File: config.mk
export PLATFORM = sky130hd
export DESIGN_NAME = brlink_unit
export DESIGN_NICKNAME = d
export VERILOG_FILES = /design/src/rtl/brlink_unit.sv
export SDC_FILE = /design/constraint.sdc
export NUM_CORES = 1
export LEC_CHECK = 0
export BUFFER_PORTS_ARGS = -buffer_cell sky130_fd_sc_hd__buf_2
export CELL_PAD_IN_SITES_DETAIL_PLACEMENT = 0
export CELL_PAD_IN_SITES_GLOBAL_PLACEMENT = 1
export CORE_MARGIN = 4
export CORE_UTILIZATION = 40
export DETAILED_ROUTE_END_ITERATION = 6
export HOLD_SLACK_MARGIN = 0.08
export PLACE_DENSITY_LB_ADDON = 0.1
export SYNTH_ARGS = -nofsm -noshare
export SYNTH_HDL_FRONTEND = slang
export SYNTH_SLANG_ARGS = --single-unit
export TNS_END_PERCENT = 100
File: constraint.sdc
create_clock -name clk -period 0.93 [get_ports clk]
set_input_delay 0.0465 -clock clk [delete_from_list [all_inputs] [get_ports clk]]
set_output_delay 0.0465 -clock clk [all_outputs]
set_load 0.005 [all_outputs]
File: src/rtl/brlink_unit.sv
module brlink_unit (
  input  logic        clk,
  input  logic        rst_n,
  input  logic        br_valid,
  input  logic [3:0]  br_kind,
  input  logic [23:0] imm,
  input  logic [31:0] ind_addr,
  input  logic [31:0] pc,
  input  logic        is_short,
  output logic        taken,
  output logic [31:0] pc_next,
  output logic        link_we,
  output logic [31:0] link_val,
  output logic        save_req,
  output logic        restore_req
);
  localparam logic [3:0] K_J_REL   = 4'd1;
  localparam logic [3:0] K_J_ABS   = 4'd2;
  localparam logic [3:0] K_J_IND   = 4'd3;
  localparam logic [3:0] K_JL_REL  = 4'd4;
  localparam logic [3:0] K_JL_ABS  = 4'd5;
  localparam logic [3:0] K_JL_IND  = 4'd6;
  localparam logic [3:0] K_CA_REL  = 4'd7;
  localparam logic [3:0] K_CA_ABS  = 4'd8;
  localparam logic [3:0] K_CA_IND  = 4'd9;
  localparam logic [3:0] K_RET     = 4'd10;
  localparam logic [3:0] K_RFE     = 4'd11;
  localparam logic [3:0] K_J_SHORT = 4'd12;

  wire [31:0] tgt_rel   = pc + {{7{imm[23]}}, imm, 1'b0};
  wire [31:0] tgt_short = pc + {{23{imm[7]}}, imm[7:0], 1'b0};
  wire [31:0] tgt_abs   = {imm[23:20], 7'd0, imm[19:0], 1'b0};
  wire [31:0] tgt_ind   = {ind_addr[31:1], 1'b0};
  wire [31:0] ret_addr  = pc + (is_short ? 32'd2 : 32'd4);

  logic        go;
  logic [31:0] tgt;
  logic        lnk, sav, rst_ctx;

  always_comb begin
    go      = br_valid;
    tgt     = '0;
    lnk     = 1'b0;
    sav     = 1'b0;
    rst_ctx = 1'b0;
    case (br_kind)
      K_J_REL:   tgt = tgt_rel;
      K_J_ABS:   tgt = tgt_abs;
      K_J_IND:   tgt = tgt_ind;
      K_JL_REL:  begin tgt = tgt_rel; lnk = 1'b1; end
      K_JL_ABS:  begin tgt = tgt_abs; lnk = 1'b1; end
      K_JL_IND:  begin tgt = tgt_ind; lnk = 1'b1; end
      K_CA_REL:  begin tgt = tgt_rel; lnk = 1'b1; sav = 1'b1; end
      K_CA_ABS:  begin tgt = tgt_abs; lnk = 1'b1; sav = 1'b1; end
      K_CA_IND:  begin tgt = tgt_ind; lnk = 1'b1; sav = 1'b1; end
      K_RET,
      K_RFE:     begin tgt = tgt_ind; rst_ctx = 1'b1; end
      K_J_SHORT: tgt = tgt_short;
      default:   go = 1'b0;
    endcase
  end

  always_ff @(posedge clk or negedge rst_n) begin
    if (!rst_n) begin
      taken       <= 1'b0;
      pc_next     <= '0;
      link_we     <= 1'b0;
      link_val    <= '0;
      save_req    <= 1'b0;
      restore_req <= 1'b0;
    end else begin
      taken       <= go;
      pc_next     <= go ? tgt : '0;
      link_we     <= go & lnk;
      link_val    <= (go & lnk) ? ret_addr : '0;
      save_req    <= go & sav;
      restore_req <= go & rst_ctx;
    end
  end
endmodule

Word-level counts from Yosys, hierarchy flattened --
Index checks and enable logic that the tools add are counted.
Storage, ports and cells: bits in registers 68
Cells by class: $add $sub $neg 3, equal/unequal tests 12, bitwise gates (word level) 3, reductions and logical operators 7, multiplexer cells 8
Operators with widths (number):
- case mux 32 bit (4 select lines) | 1
- adder 32 bit | 2
- 2-to-1 mux 32 bit | 2
- adder 32 x 3 -> 32 bit | 1
- equality test 4 bit (second input constant) | 5
- equality test 4 x 3 -> 1 bit (second input constant) | 4
- OR reduction 12 bit | 1
- OR reduction 3 bit | 3
- equality test 4 x 2 -> 1 bit (second input constant) | 2
- OR reduction 6 bit | 1
- OR reduction 5 bit | 1
- equality test 4 x 1 -> 1 bit (second input constant) | 1
- 2-to-1 mux 1 bit | 4
- AND 1 bit | 3
- 2-to-1 mux 3 bit | 1
- OR reduction 2 bit | 1

Depth between registers and ports, before layout --
word-level depth 5, gate-level depth with buffers 15, depth with buffers taken out 11

Worst setup path after synthesis --
OpenSTA, ideal clock, no wires.
path kind input to register, from in br_kind[1], to reg pc_next[29], data arrival time 2758 ps, buffers on the path 4, data required time 861 ps, stages on the path 15, setup slack -1897 ps, path through clkbuf_1 or2_1 clkbuf_1 clkbuf_1 o21ai_1 nand2_1 ha_1 buf_2 nand4_1 nor3_1 a32oi_1 a31oi_1 o21ai_1 or4_1 nand3_1
On the way: cells in the longest elaborated chain, start to end 4
Ends and longest elaborated chain:
- start: declaration | line 5 | input logic [3:0] br_kind,
- equality test 4 bit (tied with other cells) | line 46 | case (br_kind)
- OR reduction 5 bit (no source line) (tied with other cells)
- case mux 32 bit (4 select lines) / 2-to-1 mux 1 bit (equally long branches) | line 46
- 2-to-1 mux 32 bit (*) | line 73 | pc_next <= go ? tgt : '0;
- end signal: assignment | line 73
- end: declaration | line 11 | output logic [31:0] pc_next,
Every way passes the cells marked *; elsewhere a longest branch is shown, timed or not.

Worst setup path after layout --
from in br_kind[0], to reg pc_next[29]
Same word-level chain as after synthesis.

==> flow_metrics.tcl <==
set metrics [dict create \
    power_switching_mw 3.827 \
    synth_instances 577 \
    combPwrFrac 0.435 \
    yosys.area_share.xor_xnor 0.07299 \
    antenna_found_initial 0 \
    final_antenna_net_count 0 \
    synthSimpleGateAreaFrac 0.2022 \
    dp_hpwl_mm 14.73 \
    routed_wl_mm 23.41 \
    grt_pass1_wl_mm 34.24 \
    p_seq_frac 0.280 \
    totalPowerFinal_mw 11.36 \
    placed_cell_area_um2 7531 \
    num_io_pins 164 \
    start_util 0.4096 \
    coreArea_um2 12010 \
    gp_congestion 0.8990 \
    synth_largest_type_area_fraction 0.3459 \
    net_count_after_synthesis 709 \
    area_growth_syn_to_layout_pct 98.27 \
    power.switching_fraction 0.3370 \
    number_of_vias_in_the_routed_layout 6491 \
    synth_edf_count 0 \
    drc 0 \
    hp-start "pc[31]" \
    synth_compound_area_frac 0.2442 \
    critical_path.endpoint_type "register" \
    ys.warnings.count 0 \
    place.port_buffers 162 \
    die_width_um 118.9 \
    core.rowCount 40 \
    final_nets 1123 \
    synth-main-ff-cell "dfrtp_1" \
    ys_async_sr_fraction 1.000 \
    combinational_family_with_the_most_area_after_synthesis "compound AO/OA/AOI/OAI gates" \
    relSlewSlack 0.6955 \
    total_leakage_power_nw 4.659 \
    setup_violations 67 \
    finalWorstSetupSlack_ns -1.351 \
    globalRouteTotalUtil 0.3085 \
    final-max-slew-violation-count 0 \
    violations "negative setup slack" \
    whs_ns 0.06824 \
    floorplan.die_area_um2 14140 \
    max_slew.worst_pin.slew_ns 0.4567 \
    die_y_extent_um 118.9 \
    clkPwrFrac 0.285 \
    syn-mean-instance-area_um2 8.526 \
    cts_tree "done" \
    cts_num_sinks 68 \
    multi_input_logic_area_um2 4143 \
    globalRoute.totalOverflow 0 \
    synth_largest_area_cell "dfrtp_1" \
    wire_per_inst_um 20.50 \
    sequential_standard_cell_area_um2 1702 \
    cellPowerDensity_nw_per_um2 1164 \
    worstSetupPathType "input pin to register" \
    ir_drop_mv 0.8304 \
    worst_setup_hold_path_clk_slew_ns 0.07 \
    syn_area_um2 4920 \
    internal_power_mw 7.529 \
    timing.setup.tns_ns -51.59 \
    worst_path_arrival_ns 2.51 \
    critical_path.max_fanout 5 \
    outcome "finished, violations left" \
    cap_violations 0 \
    grt_start_max_net_pins 69 \
    critical_path_required_ns 1.16 \
    yosysSeqAreaShare 0.3459 \
    unrepaired_setup_endpoints_after_global_routing "yes" \
    drive_above_1_share 0.5739 \
    timing.final.crit_share 2.453 \
    synth-adder-area-share 0.09461 \
    final_design_area_no_fill_um2 9754 \
    synth.distinct_cells 62 \
    cts_max_level 3 \
    post_synth_mux_area_share 0.002035 \
    worstHoldPathType "input pin to register" \
    synthTopCellsByArea "dfrtp_1, ha_1, xor2_1" \
    utilization 0.8121 \
    critical_path.startpoint_type "input pin" \
    n_fill_cell 735 \
    report.final.hold_viol_count 0 \
    setup.worst_path.start "br_kind[0]" \
    route.detailed.vias_per_inst 5.684 \
    clock.fmax_ghz 0.4384 \
    first_global_vias 6345 \
    period_minus_slack_ns 2.281 \
    num_antenna_cells 0 \
    cts_made_buffers 9 \
    firstDrtPassIters 5 \
    postSynthRegisterBits 68 \
    clock_tree.root_cell "clkbuf_16" \
    clockBufferDepth 2 \
    drt_iter0_drc 682 \
]
metrics by stage:
stage / worst slack [ns] / instances
final: -1.351 / 1142
after CTS: -1.247 / 1126
after floorplan: -1.623 / 577
after global placement: -1.735 / 1035
after global routing: -1.446 / 1142
after detailed placement: -1.798 / 1035
final timing paths:
check	slack, ns	to	cells after the start
setup / recovery	-1.35	pc_next[29]	15
max in group asynchronous	0.37	pc_next[0]	3
min in group asynchronous	0.27	link_val[6]	3
hold / removal	0.07	pc_next[31]	4
worst max-delay path, cell delays in order:
cell and delay, ns:
buf_12 0.11, nor2_4 0.11, nand4_1 0.15, buf_4 0.19, buf_6 0.13, buf_4 0.13
nand2_1 0.09, ha_1 0.26, a21o_1 0.19, a31oi_1 0.24, o21bai_1 0.09, a21o_1 0.20
a31oi_2 0.27, o32a_1 0.22, nand3_1 0.08
cells by family after synthesis:
kind of cell / Yosys count
mux: 1
flops: 68
xor+xnor: 41
fa+ha+maj: 36
buf+inv: 47
compound gates: 181
simple gates: 203
state kept, by name, indices dropped and copies added, names as in the netlist:
name / count
link_we: 1
save_req: 1
taken: 1
restore_req: 1
pc_next: 32
link_val: 32
what timing repair did:
action,in CTS,in global routing
setup buffers,31,19
gates resized for setup,165,71
endpoints found under the hold margin,99,0
pin swaps,88,74
endpoints found under the setup margin,61,66
cloned,7,0
hold buffers,41,0
per-layer routing:
layer	track usage	up-vias	routed length (µm)
met1	0.4141	3148	9516
met4	0.08472	0	728
met5	0	-	0
li1	-	2945	-
met2	0.5034	334	11310
met3	0.06743	64	1857
power by group through the flow:
stage | Clock (mW) | Sequential (mW) | Combinational (mW)
2_1_floorplan | 0 | 3.27 | 1.74
3_3_place_gp | 0 | 3.23 | 3.54
3_5_place_dp | 0 | 3.23 | 3.60
4_1_cts | 3.24 | 3.18 | 4.42
5_1_grt | 3.38 | 3.20 | 5.25
6_report | 3.23 | 3.18 | 4.94
synthesized netlist by cell type, drive strengths merged (9+ instances only):
| cell type | number |
|---|---|
| xnor2 | 15 |
| or3 | 11 |
| a21oi | 40 |
| a21o | 15 |
| xor2 | 26 |
| a22oi | 10 |
| nand3 | 27 |
| nand2 | 60 |
| clkbuf | 22 |
| o21ai | 44 |
| ha | 34 |
| dfrtp | 68 |
| o22ai | 9 |
| nor2 | 58 |
| nand4 | 10 |
| inv | 18 |
| a222oi | 11 |
layout by cell type, fill, tap and decap left out, types with 8 or more instances in the layout:
cell	count
dfrtp_1	68
a22oi_1	9
inv_1	11
ha_1	8
nand2_1	46
o21ai_2	9
nor2_1	42
a21oi_1	16
buf_2	153
buf_12	10
nand2_2	10
buf_8	8
buf_6	45
a222oi_1	11
nand4_1	9
buf_4	171
xor2_1	21
nand3_1	18
a21oi_2	18
dlygate4sd3_1	41
o21ai_1	29
a21o_1	15
ha_4	26
xnor2_1	9
nor2_2	8
clkbuf_16	10
nor2_4	8
area by class of cell:
type / count / area share
Clock inverter: 4 / 0.002694
Clock buffer: 11 / 0.02488
Timing Repair Buffer: 431 / 0.3452
Multi-Input combinational cell: 463 / 0.4247
Tap cell: 147 / 0.01886
Inverter: 18 / 0.009236
Sequential cell: 68 / 0.1744
No activity file was read; power rests on OpenSTA's default activity.
